**src/rtl/mac_boot_pkg.sv**
```systemverilog
package mac_boot_pkg;
  localparam int unsigned WORD_W = 16;

  typedef enum logic [1:0] {
    ST_BUSY    = 2'b00,
    ST_LOADED  = 2'b01,
    ST_NOSIG   = 2'b10,
    ST_BADADDR = 2'b11
  } ldr_status_e;

  typedef enum logic [1:0] {
    SQ_IDLE = 2'b00,
    SQ_REQ  = 2'b01,
    SQ_EVAL = 2'b10
  } seq_state_e;
endpackage

```
**src/rtl/mac_word_packer.sv**
```systemverilog
module mac_word_packer #(
  parameter int unsigned NWORDS = 3,
  parameter int unsigned SW     = 2,
  localparam int unsigned WW    = mac_boot_pkg::WORD_W,
  localparam int unsigned MW    = NWORDS * WW
) (
  input  logic          clk,
  input  logic          rst_n,
  input  logic          cap_i,
  input  logic [SW-1:0] slot_i,
  input  logic [WW-1:0] word_i,
  output logic [MW-1:0] packed_o
);
  for (genvar g = 0; g < NWORDS; g++) begin : g_slot
    logic [WW-1:0] slot_q;
    logic          slot_en;

    assign slot_en = cap_i && (slot_i == SW'(g));

    always_ff @(posedge clk or negedge rst_n) begin
      if (!rst_n) begin
        slot_q <= '0;
      end else if (slot_en) begin
        slot_q <= word_i;
      end
    end

    // low byte of word g lands on byte 2g, high byte on byte 2g+1
    assign packed_o[g*WW +: WW] = slot_q;
  end
endmodule

```
**src/rtl/mac_addr_check.sv**
```systemverilog
module mac_addr_check #(
  parameter int unsigned MW = 48
) (
  input  logic [MW-1:0] addr_i,
  output logic          ok_o
);
  logic nonzero;
  logic group_bit;

  always_comb begin
    nonzero   = |addr_i;
    group_bit = addr_i[0];
    ok_o      = nonzero && !group_bit;
  end
endmodule

```
**src/rtl/mac_fetch_seq.sv**
```systemverilog
module mac_fetch_seq
  import mac_boot_pkg::*;
#(
  parameter int unsigned AW        = 8,
  parameter int unsigned NWORDS    = 3,
  parameter int unsigned SIG_ADDR  = 0,
  parameter int unsigned MAC_BASE  = 7,
  parameter int unsigned SIG_VALUE = 16'h8129,
  localparam int unsigned WW       = WORD_W,
  localparam int unsigned IW       = $clog2(NWORDS + 1),
  localparam int unsigned SW       = (NWORDS > 1) ? $clog2(NWORDS) : 1
) (
  input  logic          clk,
  input  logic          rst_n,
  input  logic          start_i,
  output logic          rd_req_o,
  output logic [AW-1:0] rd_addr_o,
  input  logic          rd_done_i,
  input  logic [WW-1:0] rd_data_i,
  input  logic          addr_ok_i,
  output logic          cap_o,
  output logic [SW-1:0] slot_o,
  output logic          commit_o,
  output logic          load_o,
  output ldr_status_e   status_o
);
  seq_state_e  state_q, state_d;
  logic [IW-1:0] idx_q, idx_d;
  logic [IW-1:0] idx_m1;
  ldr_status_e status_q, status_d;
  logic        load_q;
  logic        sig_ok;

  assign idx_m1 = idx_q - IW'(1);
  assign slot_o = SW'(idx_m1);
  assign sig_ok = (rd_data_i == WW'(SIG_VALUE));

  always_comb begin
    state_d  = state_q;
    idx_d    = idx_q;
    status_d = status_q;
    cap_o    = 1'b0;
    commit_o = 1'b0;
    unique case (state_q)
      SQ_IDLE: begin
        // status BUSY while idle only right after reset: boot run
        if (start_i || status_q == ST_BUSY) begin
          state_d  = SQ_REQ;
          idx_d    = '0;
          status_d = ST_BUSY;
        end
      end
      SQ_REQ: begin
        if (rd_done_i) begin
          if (idx_q == '0) begin
            if (!sig_ok) begin
              status_d = ST_NOSIG;
              state_d  = SQ_IDLE;
            end else begin
              idx_d = idx_q + IW'(1);
            end
          end else begin
            cap_o = 1'b1;
            if (idx_q == IW'(NWORDS)) begin
              state_d = SQ_EVAL;
            end else begin
              idx_d = idx_q + IW'(1);
            end
          end
        end
      end
      SQ_EVAL: begin
        commit_o = addr_ok_i;
        status_d = addr_ok_i ? ST_LOADED : ST_BADADDR;
        state_d  = SQ_IDLE;
      end
      default: state_d = SQ_IDLE;
    endcase
  end

  always_ff @(posedge clk or negedge rst_n) begin
    if (!rst_n) begin
      state_q  <= SQ_IDLE;
      idx_q    <= '0;
      status_q <= ST_BUSY;
      load_q   <= 1'b0;
    end else begin
      state_q  <= state_d;
      idx_q    <= idx_d;
      status_q <= status_d;
      load_q   <= commit_o;
    end
  end

  assign rd_req_o  = (state_q == SQ_REQ);
  assign rd_addr_o = (idx_q == '0) ? AW'(SIG_ADDR) : AW'(MAC_BASE) + AW'(idx_m1);
  assign load_o    = load_q;
  assign status_o  = status_q;

  // pending request keeps its address
  assert_addr_stable_R10: assert property (@(posedge clk) disable iff (!rst_n)
    (rd_req_o && !rd_done_i) |=> (rd_req_o && $stable(rd_addr_o)));

  // a fresh request burst opens with the signature word
  assert_first_sig_R1: assert property (@(posedge clk) disable iff (!rst_n)
    $rose(rd_req_o) |-> (rd_addr_o == AW'(SIG_ADDR)));

  // load strobe lasts one cycle
  assert_load_pulse_R8: assert property (@(posedge clk) disable iff (!rst_n)
    load_o |=> !load_o);

  // strobe coincides with loaded status
  assert_load_status_R5: assert property (@(posedge clk) disable iff (!rst_n)
    load_o |-> (status_o == ST_LOADED));

  // after a missing signature no request is open
  assert_nosig_quiet_R3: assert property (@(posedge clk) disable iff (!rst_n)
    (status_o == ST_NOSIG) |-> !rd_req_o);

  // next word address follows the done of the previous one
  assert_addr_step_R2: assert property (@(posedge clk) disable iff (!rst_n)
    (rd_req_o && rd_done_i && rd_addr_o != AW'(SIG_ADDR)
     && rd_addr_o != AW'(MAC_BASE + NWORDS - 1))
    |=> (rd_req_o && rd_addr_o == $past(rd_addr_o) + AW'(1)));
endmodule

```
**src/rtl/mac_boot_loader.sv**
```systemverilog
module mac_boot_loader
  import mac_boot_pkg::*;
#(
  parameter int unsigned AW        = 8,
  parameter int unsigned NWORDS    = 3,
  parameter int unsigned SIG_ADDR  = 0,
  parameter int unsigned MAC_BASE  = 7,
  parameter int unsigned SIG_VALUE = 16'h8129,
  localparam int unsigned WW       = WORD_W,
  localparam int unsigned MW       = NWORDS * WW,
  localparam int unsigned SW       = (NWORDS > 1) ? $clog2(NWORDS) : 1
) (
  input  logic          clk,
  input  logic          rst_n,
  input  logic          start_i,
  output logic          rd_req_o,
  output logic [AW-1:0] rd_addr_o,
  input  logic          rd_done_i,
  input  logic [15:0]   rd_data_i,
  output logic [MW-1:0] mac_o,
  output logic          mac_load_o,
  output logic [1:0]    status_o
);
  logic [1:0]    rst_pipe_q;
  logic          rst_sync_n;
  logic          cap;
  logic [SW-1:0] slot;
  logic          commit;
  logic          addr_ok;
  logic [MW-1:0] packed_addr;
  logic [MW-1:0] mac_q;
  ldr_status_e   status;

  always_ff @(posedge clk or negedge rst_n) begin
    if (!rst_n) begin
      rst_pipe_q <= 2'b00;
    end else begin
      rst_pipe_q <= {rst_pipe_q[0], 1'b1};
    end
  end
  assign rst_sync_n = rst_pipe_q[1];

  mac_fetch_seq #(
    .AW(AW), .NWORDS(NWORDS), .SIG_ADDR(SIG_ADDR),
    .MAC_BASE(MAC_BASE), .SIG_VALUE(SIG_VALUE)
  ) u_seq (
    .clk       (clk),
    .rst_n     (rst_sync_n),
    .start_i   (start_i),
    .rd_req_o  (rd_req_o),
    .rd_addr_o (rd_addr_o),
    .rd_done_i (rd_done_i),
    .rd_data_i (rd_data_i),
    .addr_ok_i (addr_ok),
    .cap_o     (cap),
    .slot_o    (slot),
    .commit_o  (commit),
    .load_o    (mac_load_o),
    .status_o  (status)
  );

  mac_word_packer #(.NWORDS(NWORDS), .SW(SW)) u_pack (
    .clk      (clk),
    .rst_n    (rst_sync_n),
    .cap_i    (cap),
    .slot_i   (slot),
    .word_i   (rd_data_i),
    .packed_o (packed_addr)
  );

  mac_addr_check #(.MW(MW)) u_chk (
    .addr_i (packed_addr),
    .ok_o   (addr_ok)
  );

  always_ff @(posedge clk or negedge rst_sync_n) begin
    if (!rst_sync_n) begin
      mac_q <= '0;
    end else if (commit) begin
      mac_q <= packed_addr;
    end
  end

  assign mac_o    = mac_q;
  assign status_o = status;

  // the address output moves only together with the load strobe
  assert_mac_hold_R6: assert property (@(posedge clk) disable iff (!rst_sync_n)
    !$stable(mac_o) |-> mac_load_o);

  // a committed address is unicast and non-zero
  assert_load_valid_R5: assert property (@(posedge clk) disable iff (!rst_sync_n)
    mac_load_o |-> (mac_o != '0 && !mac_o[0]));
endmodule

```
**config.mk**
```make
export PLATFORM = sky130hd
export DESIGN_NAME = mac_boot_loader
export DESIGN_NICKNAME = d
export VERILOG_FILES = /design/src/rtl/mac_boot_pkg.sv /design/src/rtl/mac_word_packer.sv /design/src/rtl/mac_addr_check.sv /design/src/rtl/mac_fetch_seq.sv /design/src/rtl/mac_boot_loader.sv
export SDC_FILE = /design/constraint.sdc
export NUM_CORES = 1
export LEC_CHECK = 0
export BUFFER_PORTS_ARGS = -buffer_cell sky130_fd_sc_hd__buf_2
export CAP_MARGIN = 5
export CORE_MARGIN = 2
export CORE_UTILIZATION = 31
export CTS_BUF_LIST = sky130_fd_sc_hd__clkbuf_8 sky130_fd_sc_hd__clkbuf_16
export CTS_CLUSTER_DIAMETER = 100
export CTS_CLUSTER_SIZE = 14
export DETAILED_ROUTE_END_ITERATION = 10
export HOLD_SLACK_MARGIN = 0.03
export PLACE_DENSITY = 0.52
export SLEW_MARGIN = 10
export SYNTH_ARGS = -nofsm -noshare
export SYNTH_HDL_FRONTEND = slang
export SYNTH_SLANG_ARGS = --single-unit
```
**constraint.sdc**
```tcl
create_clock -name clk -period 3.6 [get_ports clk]
set_clock_uncertainty 0.1 [all_clocks]
set_input_delay 0.72 -clock clk [delete_from_list [all_inputs] [get_ports clk]]
set_output_delay 0.72 -clock clk [all_outputs]
set_load 0.03 [all_outputs]
```
==> implementation parameters, run 1 <==
Parameter                              Value

Power
  Largest vdd supply drop ... ~0.00023 V
  Reported leakage power ... between 2 and 3 nW
  Power density relative to cell area ... 617.7 mW/mm^2

Clock tree
  Clock latency of the later-clocked register in the worst-skew pair ... 0.34 ns
  Max Root-Sink Buffers ... 2
  CTS HTree Levels ... 3
  Total number of clock tree sinks ... 105
  Post-CTS setup buffers ... 0
  CTS resizes ... 0
  TritonCTS buffer count ... 9
  Number of hold-repair buffers added at the cts stage ... 0
  TritonCTS clock tree ... yes
  CTS root buffer ... sky130_fd_sc_hd__clkbuf_16
  CTS clock-pin slew for the worst setup and hold paths ... 0.07 ns

Yosys
  Leading cell types by total area after synthesis ... sky130_fd_sc_hd__dfrtp_1 60%, sky130_fd_sc_hd__mux2_2 23%, sky130_fd_sc_hd__ha_1 3.1%
  Yosys warning total ... 0
  Count of flip-flops with a built-in enable after synthesis ... 0
  Synth Cell Area ... roughly 0.0044 mm^2
  FF+latch count, synth ... about 110
  Part of the Yosys area used for sequential elements ... between 50% and 60%
  Leading area contributor after synthesis ... sky130_fd_sc_hd__dfrtp_1
  Cell types with the highest counts after synthesis ... 105 x sky130_fd_sc_hd__dfrtp_1, 89 x sky130_fd_sc_hd__mux2_2, 12 x sky130_fd_sc_hd__nor4_1, 11 x sky130_fd_sc_hd__ha_1, 11 x sky130_fd_sc_hd__nand2_1
  Most frequent cell after synthesis ... sky130_fd_sc_hd__dfrtp_1
  Asr flop ratio synth ... 100.0%
  Area share of the largest cell type after synthesis ... 59.76%
  Avg Synthesized Cell Area ... approximately 15 um^2
  Cells after Synth ... 296
  Predominant post-synthesis flop cell ... sky130_fd_sc_hd__dfrtp_1
  Synth unique cells ... 33

Global routing
  Initial antenna violation count ... 0
  Largest net degree at the start of global routing ... 68
  Vias in the first global route ... 2539
  Global routing usage summed across all routing layers ... about 13%
  Global-route wire length before repair ... 14570 um
  Remaining global-route overflow ... 0

Placement
  Cell total after placement ... 542
  Final HPWL DP ... 6959 um
  Routability congestion estimate from global placement ... 0.7894
  Quantity of I/O buffers inserted on ports ... 75

Cells and area
  Final non-filler cell total ... 557
  Fraction of final layout cells sized beyond drive strength 1 ... between 50% and 60%
  Final Net Count ... 404
  Total inserted antenna cells ... 0
  Post-Route Utilization ... 37.62%
  Relative area change from synthesis to final layout ... 18.78%

Route
  Initial DRC count ... 124
  DRT Wirelength ... 9471 um
  Number of remaining DRC errors ... 0
  Detailed Routing Iterations Pass 1 ... 4
  Via total after detailed routing ... ~2600
  Average routed wire per standard cell ... around 17 um
  DR vias/cell ... around 4.7
  Number of nets with antenna violations after routing ... 0

Floorplanning
  Top-Level Pins ... 80
  Standard cell core area ... ~0.014 mm^2
  Initial Util ... 31.67%
  Chip Width ... 123.1 um
  Die Ht ... around 120 um
  Number of cell rows ... 43
  Full die area ... around 0.015 mm^2

Worst hold path
  Hold/Removal Path Class ... input pin to async pin

Timing
  Least-Margin Pin Slew ... about 0.86 ns
  Slew Limit Headroom ... 42.35%
  Setup repair after global routing missed its margin ... no
  Hold Violations, Final ... 0
  Highest clock rate ... 403.1 MHz
  Setup violations, final ... 0
  Final count of pins violating max slew ... 0
  Final-layout setup total negative slack ... 0 ns
  Final Critical Period ... between 2 and 2.5 ns
  Fraction of the cycle the final worst path needs ... slightly below 70%

Flow run
  Max_cap viols ... 0

Setup path
  Endpoint type of the worst setup path ... flop
  Critical path data required time ... approximately 3.7 ns
  Category of the worst setup path launch point ... flop
  Highest net fanout along the worst path ... 41
  Kind of critical path ... flop to flop
  CP arrival ... around 2.6 ns

Status
  Result of the run ... finished, final reports clean
## worst max-delay path: stages (launching register included)
cell and delay (ns):
sky130_fd_sc_hd__dfrtp_1 0.41, sky130_fd_sc_hd__nor4_1 0.35, sky130_fd_sc_hd__nand4_1 0.26, sky130_fd_sc_hd__nor3_2 0.25, sky130_fd_sc_hd__or3b_2 0.31, sky130_fd_sc_hd__buf_12 0.29
sky130_fd_sc_hd__mux2_2 0.37
## area by class of cell
cell class              count  area, um^2
repair buffers             78       410.4
clock inverters             4       52.55
multi-input cells         171        1620
fillers                  1362        8658
clock buffers              11       252.7
flip-flops and latches    105        2631
inverters                   8       30.03
well taps                 180       225.2
## metrics by stage
stage	total power [mW]	hold slack, ns	area [um^2]	setup WS (ns)
floorplan	2.045	0.2312	4408	0.3585
global placement	2.264	0.2389	4917	1.126
detailed placement	2.276	0.2373	4917	1.055
CTS	3.273	0.04033	5223	1.045
global route	3.421	0.03452	5223	0.8754
finish	3.226	0.04926	5223	1.119
## where the power goes
group	internal, mW	switching [mW]
clock network	0.573	0.413
registers	1.35	0.175
logic	0.317	0.397
total	2.24	0.985
## path summary, 6_finish.rpt
kind | start | to | slack, ns | cells past startpoint
hold reg to reg | rst_pipe_q[0] | rst_pipe_q[1] | 0.26 | 0
min in group clk | rst_pipe_q[0] | rst_pipe_q[1] | 0.26 | 0
hold / removal | rst_n | rst_pipe_q[1] | 0.05 | 1
max in group asynchronous | rst_pipe_q[1] | u_pack.g_slot[1].slot_q[9] | 2.23 | 1
setup reg to reg | u_pack.g_slot[2].slot_q[4] | mac_o[11] | 1.12 | 6
setup / recovery | u_pack.g_slot[2].slot_q[4] | mac_o[11] | 1.12 | 6
## registers in the layout (all words and copies together) (netlist names)
register	count
u_seq.load_o	1
u_seq.idx_q	2
mac_o	48
u_seq.status_o	2
u_seq.state_q	2
u_pack.g_slot.slot_q	48
rst_pipe_q	2
## routing by layer
layer,global-route usage [%],part of all wire [%],up-vias
met5,0,0,-
met4,3.835,1.2,0
met3,2.768,3.6,11
met2,20.10,47,47
met1,18.41,48,1342
li1,-,-,1201
## cell families after synthesis
kind of cell             share of synthesized area [%]
flip-flops                                       59.76
multiplexers                                     25.53
AND/OR/NAND/NOR                                  5.834
buffers and inverters                            3.642
AO/OA/AOI/OAI                                    1.935
adder cells (fa/ha/maj)                          3.130
other                                           0.1708
## layout by cell type (no fill, tap or decap), types with 2 or more instances in the layout
cell type	instances
sky130_fd_sc_hd__a21oi_1	4
sky130_fd_sc_hd__buf_2	75
sky130_fd_sc_hd__buf_4	2
sky130_fd_sc_hd__clkbuf_16	9
sky130_fd_sc_hd__clkbuf_8	2
sky130_fd_sc_hd__clkinvlp_4	3
sky130_fd_sc_hd__conb_1	5
sky130_fd_sc_hd__dfrtp_1	104
sky130_fd_sc_hd__ha_1	11
sky130_fd_sc_hd__inv_1	8
sky130_fd_sc_hd__mux2_2	89
sky130_fd_sc_hd__mux2_4	8
sky130_fd_sc_hd__nand2_1	11
sky130_fd_sc_hd__nand2b_1	2
sky130_fd_sc_hd__nand3_1	3
sky130_fd_sc_hd__nand4_1	3
sky130_fd_sc_hd__nor2_1	5
sky130_fd_sc_hd__nor4_1	12
sky130_fd_sc_hd__nor4bb_1	2
sky130_fd_sc_hd__o21ai_0	2
sky130_fd_sc_hd__o21bai_1	2
Power figures use the tool's default switching activity.
==> inputs of run 2 (changes only) <==
clock period = 2.35 ns   (was 3.6 ns; I/O delays follow)
==> run 2 against run 1 <==
- clock-buffer cell count fell by 1
- hold slack improved by 0.11 ns
- die area is the same
- global-route usage up 0.16 points
- sequential share of layout area fell by 1.4 points
- sequential power up 52%
- design area rose by 2.9%
- combinational power grew 65%
- via count increased by 1.6%
- final cell count up 1.8%
- critical path type unchanged
- critical endpoint is now mac_o[35]
- highest routed layer unchanged
==> implementation parameters, run 2 (same netlist as run 1, synthesis figures left out) <==
Parameter                              Value

Status
  Result of the run ... finished, final reports clean

Timing
  Final worst setup slack ... 0.1225 ns (-0.9968 ns)
  Final Critical Period ... 2.227 ns (-0.2532 ns)
  Setup violations, final ... 0 (unchanged)
  Hold Violations, Final ... 0 (unchanged)
  Highest clock rate ... 448.9 MHz (+11%)
  Final count of pins violating max slew ... 0 (unchanged)
  Final-layout setup total negative slack ... 0 ns (unchanged)
  Setup repair after global routing missed its margin ... no
  Fraction of the cycle the final worst path needs ... 94.79% (+26 points)

Global routing
  Global-route wire length before repair ... 14900 um (+2.3%)
  Largest net degree at the start of global routing ... 45 (-34%)
  Initial antenna violation count ... 0 (unchanged)
  Vias in the first global route ... 2653 (+4.5%)
  Global routing usage summed across all routing layers ... 13.16% (+0.16 points)
  Remaining global-route overflow ... 0 (unchanged)

Setup path
  Kind of critical path ... flop to flop
  Category of the worst setup path launch point ... flop
  Standard cell with the maximum stage delay on the critical path ... sky130_fd_sc_hd__dfrtp_1
  Highest net fanout along the worst path ... 17 (-59%)
  Reg-to-reg slack, setup ... 0.12 ns (-1.00 ns)
  Critical path data required time ... 2.48 ns (-1.24 ns)
  Crit path largest cell delay ... 0.41 ns (about the same)
  Cell chain of the critical path ... nor4_2 -> nand4_1 -> nor3_2 -> or3b_4 -> clkbuf_16 -> mux2_2
  CP arrival ... 2.36 ns (-0.24 ns)
  Endpoint type of the worst setup path ... flop

Cells and area
  Relative area change from synthesis to final layout ... 22.23%
  Leading cell type in the layout, fill and taps excluded ... sky130_fd_sc_hd__dfrtp_1
  Final Net Count ... 413 (+2.2%)
  Fill cell count ... 1344 (-1.3%)
  Total inserted antenna cells ... 0 (unchanged)
  Post-Route Utilization ... 38.71% (+1.1 points)
  Fraction of final layout cells sized beyond drive strength 1 ... 53.49% (+2.3 points)
  Leading cell types in the layout, fill and taps excluded ... 104 x sky130_fd_sc_hd__dfrtp_1, 89 x sky130_fd_sc_hd__mux2_2, 75 x sky130_fd_sc_hd__buf_2

Floorplanning
  Die Ht ... 123.1 um (unchanged)
  Number of cell rows ... 43 (unchanged)
  Chip Width ... 123.1 um (unchanged)
  Full die area ... 0.01515 mm^2 (unchanged)
  Standard cell core area ... 0.01388 mm^2 (unchanged)
  Initial Util ... 31.67% (unchanged)
  Top-Level Pins ... 80 (unchanged)

Power
  Reported leakage power ... 2.916 nW (+3.0%)
  Power density relative to cell area ... 939.2 mW/mm^2 (+52%)
  Largest vdd supply drop ... 0.0003817 V (+63%)

Flow run
  Max_cap viols ... 0 (unchanged)

Placement
  Routability congestion estimate from global placement ... 0.7673 (-2.8%)
  Quantity of I/O buffers inserted on ports ... 75 (unchanged)
  Worst slack at placement ... 0.01676 ns (-1.039 ns)
  Final HPWL DP ... 7111 um (+2.2%)

Route
  DRT Wirelength ... 9855 um (+4.1%)
  Initial DRC count ... 122 (-1.6%)
  Via total after detailed routing ... 2643 (+1.6%)
  Number of remaining DRC errors ... 0 (unchanged)
  Number of nets with antenna violations after routing ... 0 (unchanged)
  Average routed wire per standard cell ... 17.38 um (+2.2%)
  Detailed Routing Iterations Pass 1 ... 4 (unchanged)
  DR vias/cell ... 4.661 (-0.18%)

Clock tree
  TritonCTS buffer count ... 9 (unchanged)
  CTS HTree Levels ... 3 (unchanged)
  CTS clock-pin slew for the worst setup and hold paths ... 0.07 ns (about the same)
  Max Root-Sink Buffers ... 2 (unchanged)
  CTS root buffer ... sky130_fd_sc_hd__clkbuf_16
  Total number of clock tree sinks ... 105 (unchanged)
  Clock latency of the later-clocked register in the worst-skew pair ... 0.34 ns (about the same)
  TritonCTS clock tree ... yes

Worst hold path
  Hold/Removal Path Class ... flop to async pin
## run 2: changes by cell type in the layout (fill, tap and decap cells not counted), moves of 2 or more
| cell | before | now |
|---|---|---|
| sky130_fd_sc_hd__clkinvlp_4 | 3 | 0 |
| sky130_fd_sc_hd__inv_6 | 0 | 4 |
| sky130_fd_sc_hd__buf_12 | 1 | 3 |
| sky130_fd_sc_hd__nor4_1 | 12 | 8 |
| sky130_fd_sc_hd__nor4_2 | 0 | 4 |
| sky130_fd_sc_hd__buf_4 | 2 | 7 |
## run 2: metrics by stage
| step | total power, mW | hold WS, ns | area, um^2 | instances |
|---|---|---|---|---|
| CTS | 5.050 | 0.1773 | 5314 | 565 |
| detailed placement | 3.479 | 0.1566 | 4987 | 548 |
| global placement | 3.459 | 0.1558 | 4987 | 548 |
| global route | 5.338 | 0.2027 | 5374 | 567 |
| finish | 5.047 | 0.1575 | 5374 | 567 |
| floorplan | 3.132 | 0.07441 | 4409 | 299 |
## run 2: where the power goes
| group | total [mW] | switching (mW) | internal (mW) |
|---|---|---|---|
| registers | 2.32 | 0.252 | 2.07 |
| clock network | 1.55 | 0.676 | 0.869 |
| logic | 1.18 | 0.645 | 0.537 |
| total | 5.05 | 1.57 | 3.47 |
## run 2: critical path: cells and delay by family, from the launching register on
family                 cells  cell delay, ns
flip-flops                 1            0.41
AND/OR/NAND/NOR            4            1.04
multiplexers               1            0.34
buffers and inverters      1            0.22
## run 2: area by class of cell
| class | instances | area, um^2 | share of cell area [%] |
|---|---|---|---|
| inverters | 8 | 30.03 | 0.5588 |
| well taps | 180 | 225.2 | 4.191 |
| clock buffers | 10 | 239.0 | 4.447 |
| repair buffers | 87 | 523.0 | 9.732 |
| flip-flops and latches | 105 | 2631 | 48.96 |
| clock inverters | 6 | 70.07 | 1.304 |
| multi-input cells | 171 | 1655 | 30.80 |
## run 2: routing by layer
metal | global-route usage, % | vias up | routed length (um)
li1 | - | 1226 | -
met1 | 18.04 | 1350 | 4617
met2 | 20.58 | 52 | 4693
met3 | 2.352 | 15 | 363
met4 | 5.540 | 0 | 180
met5 | 0 | - | 0
## run 2: final timing paths
path,start,endpoint,cells past startpoint
setup reg to reg,u_pack.g_slot[2].slot_q[6],mac_o[35],6
hold reg to reg,rst_pipe_q[1],mac_o[11],0
hold / removal,rst_pipe_q[1],mac_o[11],0
setup / recovery,u_pack.g_slot[2].slot_q[6],mac_o[35],6
max in group asynchronous,rst_pipe_q[1],mac_o[30],1
min in group clk,rst_pipe_q[0],rst_pipe_q[1],0
## run 2: repair_timing
| item | in CTS | in global routing |
|---|---|---|
| cloned | 0 | 1 |
| gates resized for setup | 1 | 6 |
| buffers inserted | 0 | 1 |
| pin swaps | 0 | 1 |
| endpoints found under the hold margin | 2 | 0 |
| hold buffers | 1 | 0 |
| endpoints found under the setup margin | 1 | 33 |
==> inputs of run 3 (changes only) <==
CORE_UTILIZATION = 51   (was 31)
PLACE_DENSITY = 0.77   (was 0.52)
==> run 3 against run 2 <==
- utilization up 24 points
- final cell count down 13%
- via count up 1.7%
- register-to-register slack better by 0.02 ns
- clock-buffer cell count unchanged
- sequential share of layout area up 2.0 points
- worst setup slack better by 0.023 ns
- largest power group unchanged
- clock power down 20%
- maximum frequency up 1.1%
- design area down 3.9%
- routed wire length down 11%
==> implementation parameters, run 3 (same netlist as run 1, synthesis figures left out) <==
Parameter                              Value

Route
  Number of nets with antenna violations after routing ... 0 (unchanged)
  Number of remaining DRC errors ... 0 (unchanged)
  DR vias/cell ... 5.463 (+17%)
  Average routed wire per standard cell ... 17.91 um (+3.0%)
  Via total after detailed routing ... 2688 (+1.7%)
  DRT Wirelength ... 8810 um (-11%)
  Initial DRC count ... 127 (+4.1%)
  Detailed Routing Iterations Pass 1 ... 4 (unchanged)

Power
  Largest vdd supply drop ... 0.0004987 V (+31%)
  Power spent charging and discharging nets ... 1.493 mW (-5.1%)
  Switching share of total power ... 31.64% (+0.49 points)
  Power density relative to cell area ... 913.3 mW/mm^2 (-2.8%)
  Part of the total power dissipated in combinational logic ... 24.6% (+1.2 points)
  Proportion of power drawn by the clock network ... 26.3% (-4.3 points)
  Total power draw ... 4.718 mW (-6.5%)
  Sequential power share ... 49.1% (+3.1 points)
  Reported leakage power ... 2.863 nW (-1.8%)
  Design internal power ... 3.225 mW (-7.2%)

Setup path
  R2R Path End ... mac_o[9]
  Reg-to-reg slack, setup ... 0.15 ns (+0.02 ns)
  Endpoint type of the worst setup path ... flop
  Highest net fanout along the worst path ... 20 (+3)
  Category of the worst setup path launch point ... flop
  Critical path data required time ... 2.50 ns (+0.02 ns)
  Cell chain of the critical path ... nor4_2 -> buf_4 -> nand4_1 -> nor3_2 -> or3b_4 -> clkbuf_16 -> mux2_2
  Startpoint of the worst register-to-register path ... u_pack.g_slot[2].slot_q[6]
  Kind of critical path ... flop to flop
  Crit path largest cell delay ... 0.42 ns (about the same)
  R2r worst-path depth ... 7 (+1)
  CP arrival ... 2.35 ns (about the same)
  Standard cell with the maximum stage delay on the critical path ... sky130_fd_sc_hd__dfrtp_1

Floorplanning
  Initial Util ... 52.98% (+21 points)
  Top-Level Pins ... 80 (unchanged)
  Full die area ... 0.009380 mm^2 (-38%)
  Chip Width ... 96.85 um (-21%)
  Number of cell rows ... 33 (-23%)
  Standard cell core area ... 0.008299 mm^2 (-40%)
  Die Ht ... 96.85 um (-21%)

Timing
  Hold Violations, Final ... 0 (unchanged)
  Final-layout setup total negative slack ... 0 ns (unchanged)
  Fraction of the cycle the final worst path needs ... 93.80% (-0.99 points)
  Highest clock rate ... 453.7 MHz (+1.1%)
  Least-Margin Pin Slew ... ~0.53 ns
  Setup repair after global routing missed its margin ... no
  Setup violations, final ... 0 (unchanged)
  Final count of pins violating max slew ... 0 (unchanged)
  Slew Limit Headroom ... around two thirds
  Final worst setup slack ... 0.1457 ns (+0.02316 ns)
  Final Critical Period ... 2.204 ns (-0.02316 ns)
  Worst slack on hold paths ... 0.2140 ns (+0.05649 ns)

Clock tree
  TritonCTS clock tree ... yes
  TritonCTS buffer count ... 9 (unchanged)
  Clock latency of the later-clocked register in the worst-skew pair ... 0.36 ns (+0.02 ns)
  Total number of clock tree sinks ... 105 (unchanged)
  Max Root-Sink Buffers ... 2 (unchanged)
  CTS HTree Levels ... 3 (unchanged)
  CTS root buffer ... sky130_fd_sc_hd__clkbuf_8
  CTS clock-pin slew for the worst setup and hold paths ... 0.10 ns (+0.03 ns)

Status
  Result of the run ... finished, final reports clean

Cells and area
  Leading cell types in the layout, fill and taps excluded ... 104 x sky130_fd_sc_hd__dfrtp_1, 89 x sky130_fd_sc_hd__mux2_2, 75 x sky130_fd_sc_hd__buf_2
  Total inserted antenna cells ... 0 (unchanged)
  Relative area change from synthesis to final layout ... 17.50%
  Post-Route Utilization ... 62.25% (+24 points)
  Final Net Count ... 413 (unchanged)
  Leading cell type in the layout, fill and taps excluded ... sky130_fd_sc_hd__dfrtp_1
  Fraction of final layout cells sized beyond drive strength 1 ... 52.71% (-0.78 points)

Worst hold path
  Hold/Removal Path Class ... flop to async pin

Global routing
  Global-route wire length before repair ... 13990 um (-6.2%)
  Global routing usage summed across all routing layers ... 18.93% (+5.8 points)
  Largest net degree at the start of global routing ... 45 (unchanged)
  Vias in the first global route ... 2657 (+0.15%)
  Remaining global-route overflow ... 0 (unchanged)
  Initial antenna violation count ... 0 (unchanged)

Flow run
  Max_cap viols ... 0 (unchanged)

Placement
  Routability congestion estimate from global placement ... 0.7801 (+1.7%)
  Quantity of I/O buffers inserted on ports ... 75 (unchanged)
  Final HPWL DP ... 6187 um (-13%)
  Worst slack at placement ... 0.09376 ns (+0.07700 ns)
[run 3: how the worst max path moves through the flow]
stage	from	endpoint	slack (ns)	cells past startpoint
after global placement	u_pack.g_slot[2].slot_q[6]	mac_o[15]	0.11	7
final	u_pack.g_slot[2].slot_q[6]	mac_o[9]	0.15	7
after CTS	u_pack.g_slot[2].slot_q[6]	mac_o[9]	0.06	7
after global routing	u_pack.g_slot[2].slot_q[6]	mac_o[9]	0.02	7
after detailed placement	u_pack.g_slot[2].slot_q[6]	mac_o[40]	0.09	7
after floorplan	u_seq.state_q[1]	u_seq.status_o[0]	0.13	7
[run 3: power by group through the flow]
stage               Combinational (mW)  Sequential, mW  Clock [mW]
CTS                               1.16            2.31        1.26
global placement                  1.12            2.33           0
finish                            1.16            2.32        1.24
global route                      1.27            2.35        1.33
detailed placement                1.14            2.34           0
floorplan                        0.835            2.30           0
[run 3: through the flow]
step,std cells,area (um^2)
2_1_floorplan,299,4409
3_3_place_gp,474,4888
3_5_place_dp,474,4888
4_1_cts,491,5132
5_1_grt,492,5166
6_report,492,5166
[run 3: final cells by class]
cell class	count	area, um^2
clock buffer	10	137.6
clock inverter	6	90.09
fill	651	3133
inverter	8	30.03
multi-input combinational	171	1635
sequential	105	2631
tap	105	131.4
timing repair buffer	87	510.5
[run 3: layer usage]
layer,wire (um),vias to the layer above,global-route usage [%]
met5,0,-,0
met4,114,0,8.017
met3,494,8,3.685
met2,4125,88,28.69
met1,4076,1375,26.88
li1,-,1217,-
[run 3: timing repair]
item,CTS,global route
gates cloned,0,1
resized for setup,1,2
hold buffers,1,0
hold endpoints to repair,2,0
pin swaps,0,1
buffers inserted,0,0
setup endpoints to repair,2,40
[run 3: worst max-delay path: cells and delay by family, from the launching register on]
family	cells	cell delay, ns
and+or+nand+nor	4	0.86
DFF	1	0.42
buffers and inverters	2	0.36
muxes	1	0.35
